**src/rtl/ctxr_pkg.sv**
```systemverilog
package ctxr_pkg;
  localparam int WORD_W = 32;

  // link word field positions
  localparam int LNK_PRIO_HI = 31;
  localparam int LNK_PRIO_LO = 24;
  localparam int LNK_PIE     = 23;
  localparam int LNK_UPPER   = 22;
  localparam int LNK_SEG_HI  = 19;
  localparam int LNK_SEG_LO  = 16;
  localparam int LNK_OFF_HI  = 15;
  localparam int LNK_PTR_W   = 20;

  // interrupt control word positions
  localparam int ICR_IE      = 8;

  typedef enum logic [1:0] {
    DST_LINK,
    DST_STATUS,
    DST_AREG,
    DST_DREG
  } dst_e;

  typedef enum logic [1:0] {
    ST_IDLE,
    ST_READ,
    ST_FREE
  } state_e;
endpackage

```
**src/rtl/ctxr_trap_eval.sv**
```systemverilog
module ctxr_trap_eval #(
  parameter int DEPTH_W = 7,
  parameter int PTR_W   = 20
) (
  input  logic [PTR_W-1:0]   link_ptr,
  input  logic               link_upper,
  input  logic               depth_en,
  input  logic [DEPTH_W-1:0] depth,
  output logic               underflow,
  output logic               type_err,
  output logic               nest
);
  logic count_zero;

  // The count sits below the highest clear bit. It is zero exactly when
  // no set bit has a clear bit directly above it.
  always_comb begin
    count_zero = 1'b1;
    for (int i = 0; i < DEPTH_W - 1; i++) begin
      if (depth[i] && !depth[i+1]) count_zero = 1'b0;
    end
  end

  assign underflow = (link_ptr == '0);
  assign type_err  = !link_upper;
  assign nest      = depth_en && !count_zero;
endmodule

```
**src/rtl/ctxr_word_router.sv**
```systemverilog
module ctxr_word_router
  import ctxr_pkg::*;
(
  input  logic [3:0] widx,
  output dst_e       dst,
  output logic [3:0] reg_num
);
  // frame order: link, status, A10, A11, D8-D11, A12-A15, D12-D15
  always_comb begin
    unique case (widx[3:2])
      2'd0: begin
        if (!widx[1]) begin
          dst     = widx[0] ? DST_STATUS : DST_LINK;
          reg_num = 4'd0;
        end else begin
          dst     = DST_AREG;
          reg_num = {3'b101, widx[0]};
        end
      end
      2'd1: begin
        dst     = DST_DREG;
        reg_num = {2'b10, widx[1:0]};
      end
      2'd2: begin
        dst     = DST_AREG;
        reg_num = {2'b11, widx[1:0]};
      end
      default: begin
        dst     = DST_DREG;
        reg_num = {2'b11, widx[1:0]};
      end
    endcase
  end
endmodule

```
**src/rtl/ctx_return_unit.sv**
```systemverilog
module ctx_return_unit
  import ctxr_pkg::*;
#(
  parameter int FRAME_WORDS = 16,
  parameter int DEPTH_W     = 7
) (
  input  logic              clk,
  input  logic              rst,
  input  logic              start,
  input  logic [31:0]       link_i,
  input  logic [DEPTH_W:0]  depth_ctl_i,
  input  logic [31:0]       free_head_i,
  input  logic [31:0]       icr_i,
  output logic              mem_req,
  output logic              mem_we,
  output logic [31:0]       mem_addr,
  output logic [31:0]       mem_wdata,
  input  logic [31:0]       mem_rdata,
  input  logic              mem_ready,
  output logic              a_we,
  output logic              d_we,
  output logic [3:0]        rf_idx,
  output logic [31:0]       rf_wdata,
  output logic              status_we,
  output logic [31:0]       status_wdata,
  output logic              link_we,
  output logic [31:0]       link_wdata,
  output logic              free_we,
  output logic [31:0]       free_wdata,
  output logic              icr_we,
  output logic [31:0]       icr_wdata,
  output logic              trap_underflow,
  output logic              trap_type,
  output logic              trap_nest,
  output logic              busy,
  output logic              done
);
  localparam int IDX_W  = $clog2(FRAME_WORDS);
  localparam int LAST   = FRAME_WORDS - 1;
  localparam int HEAD_W = WORD_W - LNK_PTR_W;

  state_e              state;
  logic [IDX_W-1:0]    widx;
  logic [31:0]         ea_q;
  logic [LNK_PTR_W-1:0] old_ptr_q;
  logic [31:0]         head_q;
  logic [31:0]         new_link_q;
  logic [31:0]         ea_c;
  logic                t_uf, t_ty, t_ns;
  dst_e                dst;
  logic [3:0]          reg_num;
  logic                unused_bits;

  assign unused_bits = ^{link_i[21:20], icr_i[ICR_IE:0]};

  ctxr_trap_eval #(.DEPTH_W(DEPTH_W), .PTR_W(LNK_PTR_W)) trap_i (
    .link_ptr   (link_i[LNK_PTR_W-1:0]),
    .link_upper (link_i[LNK_UPPER]),
    .depth_en   (depth_ctl_i[DEPTH_W]),
    .depth      (depth_ctl_i[DEPTH_W-1:0]),
    .underflow  (t_uf),
    .type_err   (t_ty),
    .nest       (t_ns)
  );

  ctxr_word_router route_i (
    .widx    (widx[3:0]),
    .dst     (dst),
    .reg_num (reg_num)
  );

  // 64-byte aligned frame: segment, 6 zeros, offset, 6 zeros
  assign ea_c = {link_i[LNK_SEG_HI:LNK_SEG_LO], 6'b0, link_i[LNK_OFF_HI:0], 6'b0};

  assign busy      = (state != ST_IDLE);
  assign mem_req   = (state != ST_IDLE);
  assign mem_we    = (state == ST_FREE);
  assign mem_addr  = (state == ST_READ) ?
                     (ea_q + {{(30-IDX_W){1'b0}}, widx, 2'b00}) : ea_q;
  assign mem_wdata = head_q;
  assign status_wdata = rf_wdata;

  always_ff @(posedge clk) begin
    if (rst) begin
      state          <= ST_IDLE;
      widx           <= '0;
      ea_q           <= '0;
      old_ptr_q      <= '0;
      head_q         <= '0;
      new_link_q     <= '0;
      a_we           <= 1'b0;
      d_we           <= 1'b0;
      rf_idx         <= '0;
      rf_wdata       <= '0;
      status_we      <= 1'b0;
      link_we        <= 1'b0;
      link_wdata     <= '0;
      free_we        <= 1'b0;
      free_wdata     <= '0;
      icr_we         <= 1'b0;
      icr_wdata      <= '0;
      trap_underflow <= 1'b0;
      trap_type      <= 1'b0;
      trap_nest      <= 1'b0;
      done           <= 1'b0;
    end else begin
      a_we           <= 1'b0;
      d_we           <= 1'b0;
      status_we      <= 1'b0;
      link_we        <= 1'b0;
      free_we        <= 1'b0;
      icr_we         <= 1'b0;
      trap_underflow <= 1'b0;
      trap_type      <= 1'b0;
      trap_nest      <= 1'b0;
      done           <= 1'b0;
      unique case (state)
        ST_IDLE: begin
          if (start) begin
            if (t_uf || t_ty || t_ns) begin
              trap_underflow <= t_uf;
              trap_type      <= t_ty;
              trap_nest      <= t_ns;
              done           <= 1'b1;
            end else begin
              ea_q      <= ea_c;
              old_ptr_q <= link_i[LNK_PTR_W-1:0];
              head_q    <= free_head_i;
              icr_we    <= 1'b1;
              icr_wdata <= {icr_i[31:ICR_IE+1], link_i[LNK_PIE],
                            link_i[LNK_PRIO_HI:LNK_PRIO_LO]};
              widx      <= '0;
              state     <= ST_READ;
            end
          end
        end
        ST_READ: begin
          if (mem_ready) begin
            rf_wdata <= mem_rdata;
            rf_idx   <= reg_num;
            unique case (dst)
              DST_LINK:   new_link_q <= mem_rdata;
              DST_STATUS: status_we  <= 1'b1;
              DST_AREG:   a_we       <= 1'b1;
              default:    d_we       <= 1'b1;
            endcase
            if (widx == IDX_W'(LAST)) state <= ST_FREE;
            else                      widx  <= widx + 1'b1;
          end
        end
        default: begin
          if (mem_ready) begin
            free_we    <= 1'b1;
            free_wdata <= {head_q[31:LNK_PTR_W], old_ptr_q};
            link_we    <= 1'b1;
            link_wdata <= new_link_q;
            done       <= 1'b1;
            state      <= ST_IDLE;
          end
        end
      endcase
    end
  end

  // a pending access holds its address and direction
  a_r11_hold_pending: assert property (@(posedge clk) disable iff (rst)
    (mem_req && !mem_ready) |=> (mem_req && $stable(mem_addr) && $stable(mem_we)));

  // a trap outcome comes with no access and no write strobe
  a_r4_quiet_on_trap: assert property (@(posedge clk) disable iff (rst)
    (trap_underflow || trap_type || trap_nest) |->
      (done && !mem_req && !a_we && !d_we && !status_we && !link_we && !free_we && !icr_we));

  // done is a single-cycle pulse and never overlaps busy
  a_r10_done_pulse: assert property (@(posedge clk) disable iff (rst)
    done |=> !done);
  a_r10_done_idle: assert property (@(posedge clk) disable iff (rst)
    done |-> !busy);

  // the release write goes to a 64-byte aligned frame start
  a_r8_free_aligned: assert property (@(posedge clk) disable iff (rst)
    (mem_req && mem_we) |-> (mem_addr[5:0] == 6'd0));

  // at most one register destination per cycle
  a_r7_one_dest: assert property (@(posedge clk) disable iff (rst)
    $onehot0({a_we, d_we, status_we, icr_we}));

  // link and free head are updated together, at completion
  a_r9_link_with_free: assert property (@(posedge clk) disable iff (rst)
    free_we |-> (link_we && done));
endmodule

```
**config.mk**
```make
export PLATFORM = sky130hd
export DESIGN_NAME = ctx_return_unit
export DESIGN_NICKNAME = d
export VERILOG_FILES = /design/src/rtl/ctxr_pkg.sv /design/src/rtl/ctxr_trap_eval.sv /design/src/rtl/ctxr_word_router.sv /design/src/rtl/ctx_return_unit.sv
export SDC_FILE = /design/constraint.sdc
export NUM_CORES = 1
export LEC_CHECK = 0
export BUFFER_PORTS_ARGS = -buffer_cell sky130_fd_sc_hd__buf_2
export CORE_ASPECT_RATIO = 1.1
export CORE_UTILIZATION = 38
export DETAILED_ROUTE_END_ITERATION = 10
export PLACE_DENSITY_LB_ADDON = 0.15
export SKIP_LAST_GASP = 1
export SLEW_MARGIN = 15
export SYNTH_ARGS = -nofsm -noshare
export SYNTH_HDL_FRONTEND = slang
export SYNTH_SLANG_ARGS = --single-unit
```
**constraint.sdc**
```tcl
create_clock -name clk -period 1.8 [get_ports clk]
set_clock_uncertainty 0.05 [all_clocks]
set_input_delay 0.27 -clock clk [delete_from_list [all_inputs] [get_ports clk]]
set_output_delay 0.27 -clock clk [all_outputs]
set_load 0.005 [all_outputs]
```
==> flow_summary_export.csv, run 1 <==
group,metric,value,unit
critical_path,critPathLaunch,"state[0]",
clock_tree,htree_num_levels,1,
clock_tree,path_clk_slew,0.06,ns
layout,drive_above_1_share,29.7,%
global_routing,antenna_found_initial,2,
yosys,yosys-top-cells-area,"dfxtp_1 50%, nand2b_1 11%, nand2_1 11%",
timing,post-route-period-util,96.7,%
floorplanning,core-area,23800,µm²
drt,vias_per_cell,4.67,
critical_path,r2r_slack,0.17,ns
timing,whs,0.0691,ns
pwr,ir_drop,0.556,mV
global_routing,grt_max_degree,85,
drt,ant_nets,0,
global_routing,gr-total-overflow,0,
hold_path,hold_depth,3,
yosys,yosysTopAreaCellShare,49.6,%
timing,setup_violations,0,
yosys,synth_seq_cells,231,
layout,num-fill-cells,2202,
yosys,synth-seq-area-share,49.6,%
floorplanning,die_h,166,µm
layout,stdcell_count,1837,
critical_path,reg2reg_from,"state[1]",
clock_tree,cts_buffer_depth,3,
placement,place.gp.congestion,0.783,
critical_path,worstSetupPathType,"register to primary output",
floorplanning,io_pins,381,
drt,first_pass_iters,6,
layout,area_growth,44.2,%
critical_path,cp_max_fo,8,
timing,post-route-min-period,1.74,ns
global_routing,grt_pass1_wl,42.2,mm
global_routing,grt_use_met3,4.78,%
layout,multi_input_area,4060,µm²
clock_tree,cts_tree,"yes",
clock_tree,cts_root_buf,"clkbuf_16",
pwr,p_leak,5.85,nW
floorplanning,die-area,25200,µm²
hold_path,hp-class,"input pin to register",
clock_tree,cts_sinks,231,
drt,drtIter0Drc,280,
drt,drc,0,
placement,dp_hpwl,17.7,mm
floorplanning,start_util,39.1,%
yosys,synth.avg_cell_area,8.66,µm²
drt,vias,8581,
critical_path,start_kind,"register",
timing,max_freq,574,MHz
critical_path,slowest_delay,0.36,ns
yosys,synth_area,9320,µm²
critical_path,cp_slowest_cell,"dfxtp_4",
yosys,yosysUniqueCellTypes,35,
run_status,status,"completed",
timing,rsz0062_at_grt,"true",
yosys,syn_inst,1077,
pwr,power_density,889,nW/µm²
critical_path,worstPathArrival,1.42,ns
placement,dpl.cell_count,1669,
job,cap_violations,0,
layout,final_cell_area,13400,µm²
global_routing,grt.busiest_layer,"met2",
timing,hold_violations,0,
floorplanning,rows,59,
drt,avgRoutedWirePerCell,14.7,µm
layout,layout.nets,1653,
critical_path,crit_path_end_kind,"primary output",
critical_path,required,1.48,ns
timing,drv_slew,0,
critical_path,worstReg2RegEnd,"icr_wdata[19]",
critical_path,reg2reg_depth,5,
critical_path,endpoint,"mem_addr[4]",
global_routing,use_met1,24.8,%
placement,place_area,11300,µm²
layout,seq_area,4630,µm²
yosys,ys_warn_count,0,
global_routing,grt_pass1_vias,8344,
pwr,p_total,11.9,mW
yosys,yosys.area.top_type,"dfxtp_1",
global_routing,groute.usage.overall,20.9,%
floorplanning,dieWidth,151,µm
clock_tree,clk_latency,0.52,ns
global_routing,grtUsageMet2,36.2,%
placement,io_buffers,361,
drt,routed_wl,26.9,mm
critical_path,worstPathCellList,"nor2b_4 > buf_6 > and2_4 > buf_2",
clock_tree,cts_buffers,26,
registers in the layout, summed over array words and instances, names as in the netlist, 2 cells and up:
name        flops
new_link_q     32
link_wdata     32
rf_idx          4
icr_wdata      32
free_wdata     32
mem_wdata      32
rf_wdata       32
state           2
widx            4
old_ptr_q      20
cell usage after synthesis (all sizes together):
library cell / instances
nor4b: 2
o211ai: 2
a41oi: 1
nand3b: 1
dfxtp: 231
a311oi: 4
nor4: 5
nor2: 16
buf: 66
nor3: 6
a31oi: 2
and2: 6
ha: 2
nand2b: 168
conb: 1
o21ai: 10
or2: 1
nor2b: 3
nand3: 3
and3: 1
clkbuf: 50
mux2i: 84
a22oi: 1
or3: 2
nand2: 272
inv: 4
a21oi: 132
o22ai: 1
logic make-up (layout without fill, tap and decap cells):
logic type      Yosys count  after routing  synth area share (%)
mux                      84             84                  9.02
fa+ha+maj                 2              2                 0.268
flops                   231            231                  49.6
compound gates          153            153                  8.54
buf+inv                 120            567                  7.48
other cells               1              9                0.0402
simple gates            486            486                  25.0
placed cells by master, fill, tap and decap left out, types with 2 or more instances in the layout:
master         instances
buf_2                358
nand2_1              270
dfxtp_1              229
nand2b_1             168
a21oi_1              132
dlygate4sd3_1        117
mux2i_1               84
clkbuf_16             27
buf_4                 24
nor2_1                15
buf_12                12
conb_1                 8
clkbuf_8               8
o21ai_0                6
clkbuf_1               5
clkinv_2               5
inv_1                  4
nor4_1                 4
o21ai_1                4
a311oi_1               4
nor3_1                 4
and2_4                 3
nand3_1                3
bufinv_16              3
buf_6                  3
nor2b_1                2
and2_1                 2
nor3_4                 2
nand2_2                2
or3_1                  2
o211ai_1               2
a31oi_1                2
nor4b_1                2
ha_1                   2
worst max-delay path, delay by kind of cell (launching register included):
family | cells | cell delay [ns]
flip-flops | 1 | 0.36
AND/OR/NAND/NOR | 2 | 0.29
buffers and inverters | 2 | 0.24
metrics by stage:
stage / utilization [%] / setup TNS (ns) / worst slack, ns
final: 56.4 / 0 / 0.0587
after floorplan: - / 0 / 0.168
after global placement: 47.4 / -5.91 / -0.0778
after CTS: 56.2 / 0 / 0.0201
after detailed placement: 47.4 / -5.90 / -0.0921
after global routing: 56.4 / -0.0214 / -0.00597
power breakdown:
part           leakage (nW)  switching (mW)  total [mW]  internal [mW]
sequential             1.87          0.0727        5.31           5.24
combinational          3.52           0.482        1.07          0.590
clock                 0.457            2.10        5.56           3.46
worst min path at each step:
stage	startpoint	endpoint	slack (ns)
after global placement	new_link_q[9]	link_wdata[9]	0.39
after CTS	link_i[2]	old_ptr_q[2]	0.04
final	link_i[2]	old_ptr_q[2]	0.07
after detailed placement	free_wdata[27]	free_wdata[27]	0.39
after global routing	link_i[2]	old_ptr_q[2]	0.08
after floorplan	link_i[22]	trap_type	0.29
layer usage:
layer / wire [µm] / vias to the layer above
met5: 13 / -
met4: 875 / 2
met3: 1800 / 65
met2: 12900 / 283
met1: 11400 / 3936
li1: - / 4295
timing repair:
item                                    4_1_cts  5_1_grt
hold buffers                                117        0
endpoints found under the hold margin       148        0
gates resized for setup                       3       10
buffers inserted                              0        2
endpoints found under the setup margin        4       93
layout make-up:
cell class | instances | share of cell area (%)
well taps | 305 | 2.84
repair buffers | 515 | 25.5
flip-flops and latches | 231 | 34.4
inverters | 4 | 0.112
clock buffers | 39 | 5.88
clock inverters | 9 | 0.940
diodes | 1 | 0.0186
multi-input cells | 733 | 30.2
No activity file was read; power rests on OpenSTA's default activity.
==> run 2, diff against run 1 <==
--- a/config.mk
+++ b/config.mk
@@ -9,7 +9,9 @@
 export CORE_ASPECT_RATIO = 1.1
 export CORE_UTILIZATION = 38
 export DETAILED_ROUTE_END_ITERATION = 10
+export MAX_ROUTING_LAYER = met4
 export PLACE_DENSITY_LB_ADDON = 0.15
+export SKIP_CTS_REPAIR_TIMING = 1
 export SKIP_LAST_GASP = 1
 export SLEW_MARGIN = 15
 export SYNTH_ARGS = -nofsm -noshare
==> run 2 against run 1 <==
Effect of this change:
- the run now ends with hold timing left
- sequential power is essentially flat
- via count fell by 1.1%
- register-to-register slack got worse by 0.03 ns
- cell area shrank 1.1%
- power down 0.12%
- die area unchanged
- clock-buffer cell count unchanged
- sequential cell count unchanged
- fmax shrank 0.54%
- non-clock buffer count down 13
- global-route usage fell by 0.59 points
- combinational power about the same
==> flow_summary_export.csv, run 2 (synthesis gave the netlist of run 1 again) <==
group,metric,value,unit
timing,post-route-min-period,1.75,ns
drt,vias,8489,
global_routing,antenna_found_initial,3,
floorplanning,die_h,166,µm
global_routing,grt_pass1_wl,39.6,mm
timing,whs,-0.0229,ns
floorplanning,start_util,39.1,%
pwr,power_frac_comb,8.8,%
critical_path,worstReg2RegEnd,"icr_wdata[2]",
timing,hold_violations,6,
timing,setup_violations,0,
hold_path,hold_depth,3,
clock_tree,cts_buffer_depth,3,
critical_path,start_kind,"register",
placement,dp_hpwl,17.7,mm
critical_path,reg2reg_from,"state[1]",
floorplanning,io_pins,381,
layout,utilization,55.7,%
timing,max_freq,571,MHz
layout,layout.nets,1640,
pwr,power.switching,2.66,mW
critical_path,cp_max_fo,4,
job,cap_violations,0,
critical_path,cp_slowest_cell,"dfxtp_1",
timing,post-route-period-util,97.3,%
layout,final_cell_mix,"360 x buf_2, 270 x nand2_1, 230 x dfxtp_1, 168 x nand2b_1, 132 x a21oi_1",
timing,timing.final.ws_setup,0.0494,ns
pwr,pwr-share-seq,44.5,%
placement,dp_slack,-0.0921,ns
clock_tree,cts_buffers,26,
critical_path,cp_top_family,"buffers and inverters",
drt,avgRoutedWirePerCell,14.8,µm
hold_path,min_from,"link_i[28]",
pwr,power_density,898,nW/µm²
pwr,switching_share,22.3,%
placement,place.gp.congestion,0.794,
drt,drtIter0Drc,317,
critical_path,crit_path_end_kind,"primary output",
clock_tree,cts_root_buf,"clkbuf_16",
drt,routed_wl,27.0,mm
global_routing,groute.usage.overall,20.3,%
critical_path,r2r_slack,0.14,ns
global_routing,gr-total-overflow,0,
layout,drive_above_1_share,29.6,%
floorplanning,die-area,25200,µm²
drt,first_pass_iters,4,
placement,io_buffers,361,
floorplanning,rows,59,
critical_path,worstPathCellList,"nor2_1 > buf_4 > inv_1 > buf_2",
critical_path,worstPathBufferInverterCount,3,
global_routing,grt_pass1_vias,7593,
pwr,p_leak,5.79,nW
drt,vias_per_cell,4.65,
critical_path,worstPathArrival,1.43,ns
hold_path,hp-class,"input pin to register",
critical_path,worstSetupPathType,"register to primary output",
clock_tree,cts_sinks,231,
clock_tree,htree_num_levels,1,
clock_tree,cts_tree,"yes",
global_routing,grt_max_degree,85,
timing,drv_slew,0,
critical_path,reg2reg_depth,5,
layout,final_common_cell,"buf_2",
pwr,p_int,9.27,mW
clock_tree,clk_latency,0.52,ns
pwr,ir_drop,0.573,mV
floorplanning,core-area,23800,µm²
floorplanning,dieWidth,151,µm
hold_path,whs_endpoint,"icr_wdata[4]",
pwr,pwr-share-clk,46.7,%
run_status,status,"complete, but fails checks",
clock_tree,path_clk_slew,0.06,ns
layout,area_growth,42.5,%
drt,drc,0,
critical_path,required,1.48,ns
drt,ant_nets,0,
critical_path,slowest_delay,0.41,ns
run_status,failed_checks,"hold timing",
[run 2: cell types whose count changed in the layout (fill, tap and decap cells not counted)]
cell and change:
o21ai_1 -1, dfxtp_4 -1, buf_2 +2, nor4_1 +1, buf_6 -2, buf_4 -1, dfxtp_1 +1, diode_2 +2
nor4_2 -1, o21ai_0 +1, and2_1 +3, and2_4 -3, dlygate4sd3_1 -12
[run 2: worst min-delay path: stages]
cell	delay (ns)
buf_2	0.10
nand2b_1	0.06
mux2i_1	0.06
[run 2: through the flow]
stage | power (mW) | hold WS (ns) | area (µm²) | setup TNS, ns | cells
6_report | 11.9 | -0.0229 | 13300 | 0 | 1826
5_1_grt | 12.4 | -0.00195 | 13300 | -0.0370 | 1826
4_1_cts | 11.9 | -0.0956 | 12200 | -0.405 | 1717
3_5_place_dp | 6.28 | 0.393 | 11300 | -5.90 | 1669
3_3_place_gp | 6.27 | 0.386 | 11300 | -5.91 | 1669
2_1_floorplan | 5.90 | 0.292 | 9350 | 0 | 1084
[run 2: power groups by stage]
stage,registers [mW],logic [mW],clock network (mW)
after floorplan,5.42,0.474,0
after global routing,5.32,1.15,5.94
after CTS,5.31,0.868,5.72
after detailed placement,5.42,0.865,0
after global placement,5.42,0.856,0
final,5.31,1.05,5.57
[run 2: how the worst max path moves through the flow]
stage / slack [ns] / cells after the start / start / end
after floorplan: 0.17 / 7 / widx[1] / new_link_q[23]
after global placement: -0.08 / 8 / link_i[14] / mem_wdata[28]
after detailed placement: -0.09 / 8 / link_i[14] / mem_wdata[22]
after CTS: -0.10 / 4 / state[0] / mem_addr[4]
after global routing: -0.01 / 4 / state[0] / mem_addr[4]
final: 0.05 / 4 / state[1] / mem_req
[run 2: routing by layer]
layer | vias to the layer above | track usage [%] | share of wire, %
met5 | - | - | 0
li1 | 4272 | - | -
met2 | 271 | 32.7 | 48
met1 | 3899 | 24.6 | 43
met3 | 47 | 4.73 | 6.3
met4 | 0 | 6.91 | 2.7
[run 2: area by class of cell]
type / count / area [µm²]
Antenna cell: 3 / 7.51
Timing Repair Buffer: 502 / 3290
Sequential cell: 231 / 4630
Clock buffer: 39 / 791
Multi-Input combinational cell: 733 / 4050
Clock inverter: 9 / 126
Fill cell: 2219 / 10600
Tap cell: 305 / 382
Inverter: 4 / 15.0
==> run 3, diff against run 2 <==
--- a/config.mk
+++ b/config.mk
@@ -11,6 +11,7 @@
 export DETAILED_ROUTE_END_ITERATION = 10
 export MAX_ROUTING_LAYER = met4
 export PLACE_DENSITY_LB_ADDON = 0.15
+export RECOVER_POWER = 50
 export SKIP_CTS_REPAIR_TIMING = 1
 export SKIP_LAST_GASP = 1
 export SLEW_MARGIN = 15
==> run 3 against run 2 <==
Effect of this change:
- the flow still finishes with violations (hold timing)
- register-to-register slack worse by 0.02 ns
- die area stayed put
- setup slack lost 0.0011 ns
- first-iteration DRC count is 4.1% lower
- sequential power about the same
- critical endpoint unchanged
- highest routed layer unchanged
==> flow_summary_export.csv, run 3 (synthesis gave the netlist of run 1 again) <==
group,metric,value,unit
drt,drc,0,
layout,stdcell_count,1826,
layout,area_growth,42.2,%
floorplanning,io_pins,381,
drt,vias,8544,
clock_tree,cts_sinks,231,
layout,drive_above_1_share,29.2,%
clock_tree,htree_num_levels,1,
run_status,failed_checks,"hold timing",
clock_tree,cts_buffers,26,
floorplanning,dieWidth,151,µm
drt,first_pass_iters,4,
critical_path,cp_max_fo,4,
placement,dp_hpwl,17.7,mm
critical_path,worstSetupPathType,"register to primary output",
clock_tree,cts_buffer_depth,3,
drt,avgRoutedWirePerCell,14.7,µm
pwr,power_density,900,nW/µm²
global_routing,grt_pass1_vias,7593,
layout,final_cell_mix,"354 x buf_2, 270 x nand2_1, 230 x dfxtp_1, 168 x nand2b_1, 132 x a21oi_1",
clock_tree,clk_latency,0.52,ns
run_status,status,"complete, but fails checks",
timing,post-route-period-util,97.3,%
layout,multi_input_area,4050,µm²
hold_path,hp-class,"input pin to register",
layout,seq_area,4630,µm²
drt,ant_nets,0,
timing,max_freq,571,MHz
clock_tree,cts_root_buf,"clkbuf_16",
timing,setup_violations,0,
drt,routed_wl,26.9,mm
critical_path,start_kind,"register",
floorplanning,die_h,166,µm
drt,drtIter0Drc,304,
floorplanning,rows,59,
placement,place_area,11300,µm²
pwr,p_leak,5.75,nW
timing,relSlewSlack,47.7,%
pwr,pwr-share-seq,44.5,%
layout,final_cell_area,13300,µm²
job,cap_violations,0,
placement,place.gp.congestion,0.794,
clock_tree,path_clk_slew,0.06,ns
global_routing,antenna_found_initial,3,
pwr,power_frac_comb,8.8,%
global_routing,groute.usage.overall,20.3,%
placement,io_buffers,361,
pwr,p_total,11.9,mW
global_routing,gr-total-overflow,0,
critical_path,worstPathArrival,1.43,ns
floorplanning,start_util,39.1,%
placement,dpl.cell_count,1669,
pwr,power.switching,2.65,mW
pwr,ir_drop,0.572,mV
layout,num-fill-cells,2222,
pwr,p_int,9.27,mW
timing,hold_violations,6,
critical_path,crit_path_end_kind,"primary output",
timing,drv_slew,0,
pwr,pwr-share-clk,46.7,%
timing,post-route-min-period,1.75,ns
timing,whs,-0.0221,ns
layout,layout.nets,1640,
floorplanning,core-area,23800,µm²
pwr,switching_share,22.3,%
floorplanning,die-area,25200,µm²
drt,vias_per_cell,4.68,
global_routing,grt_max_degree,85,
layout,final_common_cell,"buf_2",
global_routing,grt_pass1_wl,39.6,mm
critical_path,required,1.48,ns
timing,tightest_slew,0.784,ns
clock_tree,cts_tree,"yes",
run 3: per-stage QoR:
| step | setup WS (ns) | setup TNS, ns | util, % |
|---|---|---|---|
| final | 0.0482 | 0 | 55.6 |
| after global placement | -0.0778 | -5.91 | 47.4 |
| after global routing | -0.0167 | -0.0538 | 55.6 |
| after detailed placement | -0.0921 | -5.90 | 47.4 |
| after CTS | -0.104 | -0.405 | 51.2 |
| after floorplan | 0.168 | 0 | - |
run 3: path summary, 6_finish.rpt:
path	from	to	slack [ns]	depth (start not counted)
setup reg to reg	state[1]	free_wdata[12]	0.12	5
hold / removal	link_i[28]	icr_wdata[4]	-0.02	3
setup / recovery	state[1]	mem_req	0.05	4
hold reg to reg	free_wdata[27]	free_wdata[27]	0.40	2
run 3: layer usage:
metal | up-vias | track usage [%] | part of all wire, %
met5 | - | - | 0
met4 | 0 | 6.91 | 2.5
met3 | 45 | 4.73 | 6.6
met2 | 283 | 32.7 | 49
met1 | 3942 | 24.6 | 42
li1 | 4274 | - | -
run 3: cell type report:
class,instances,area share (%)
multi-input combinational,733,30.6
clock inverter,9,0.954
timing repair buffer,502,24.6
inverter,4,0.113
antenna,3,0.0566
clock buffer,39,5.97
sequential,231,34.9
tap,305,2.88
run 3: worst max-delay path, cell delays in order, from the launching register on:
cell	delay, ns
dfxtp_1	0.41
nor2_1	0.09
buf_4	0.15
inv_1	0.12
buf_2	0.14
run 3: power groups by stage:
stage | clock [mW] | combinational (mW) | sequential, mW
3_3_place_gp | 0 | 0.856 | 5.42
2_1_floorplan | 0 | 0.474 | 5.42
4_1_cts | 5.72 | 0.868 | 5.31
5_1_grt | 5.94 | 1.15 | 5.32
6_report | 5.57 | 1.05 | 5.31
3_5_place_dp | 0 | 0.865 | 5.42
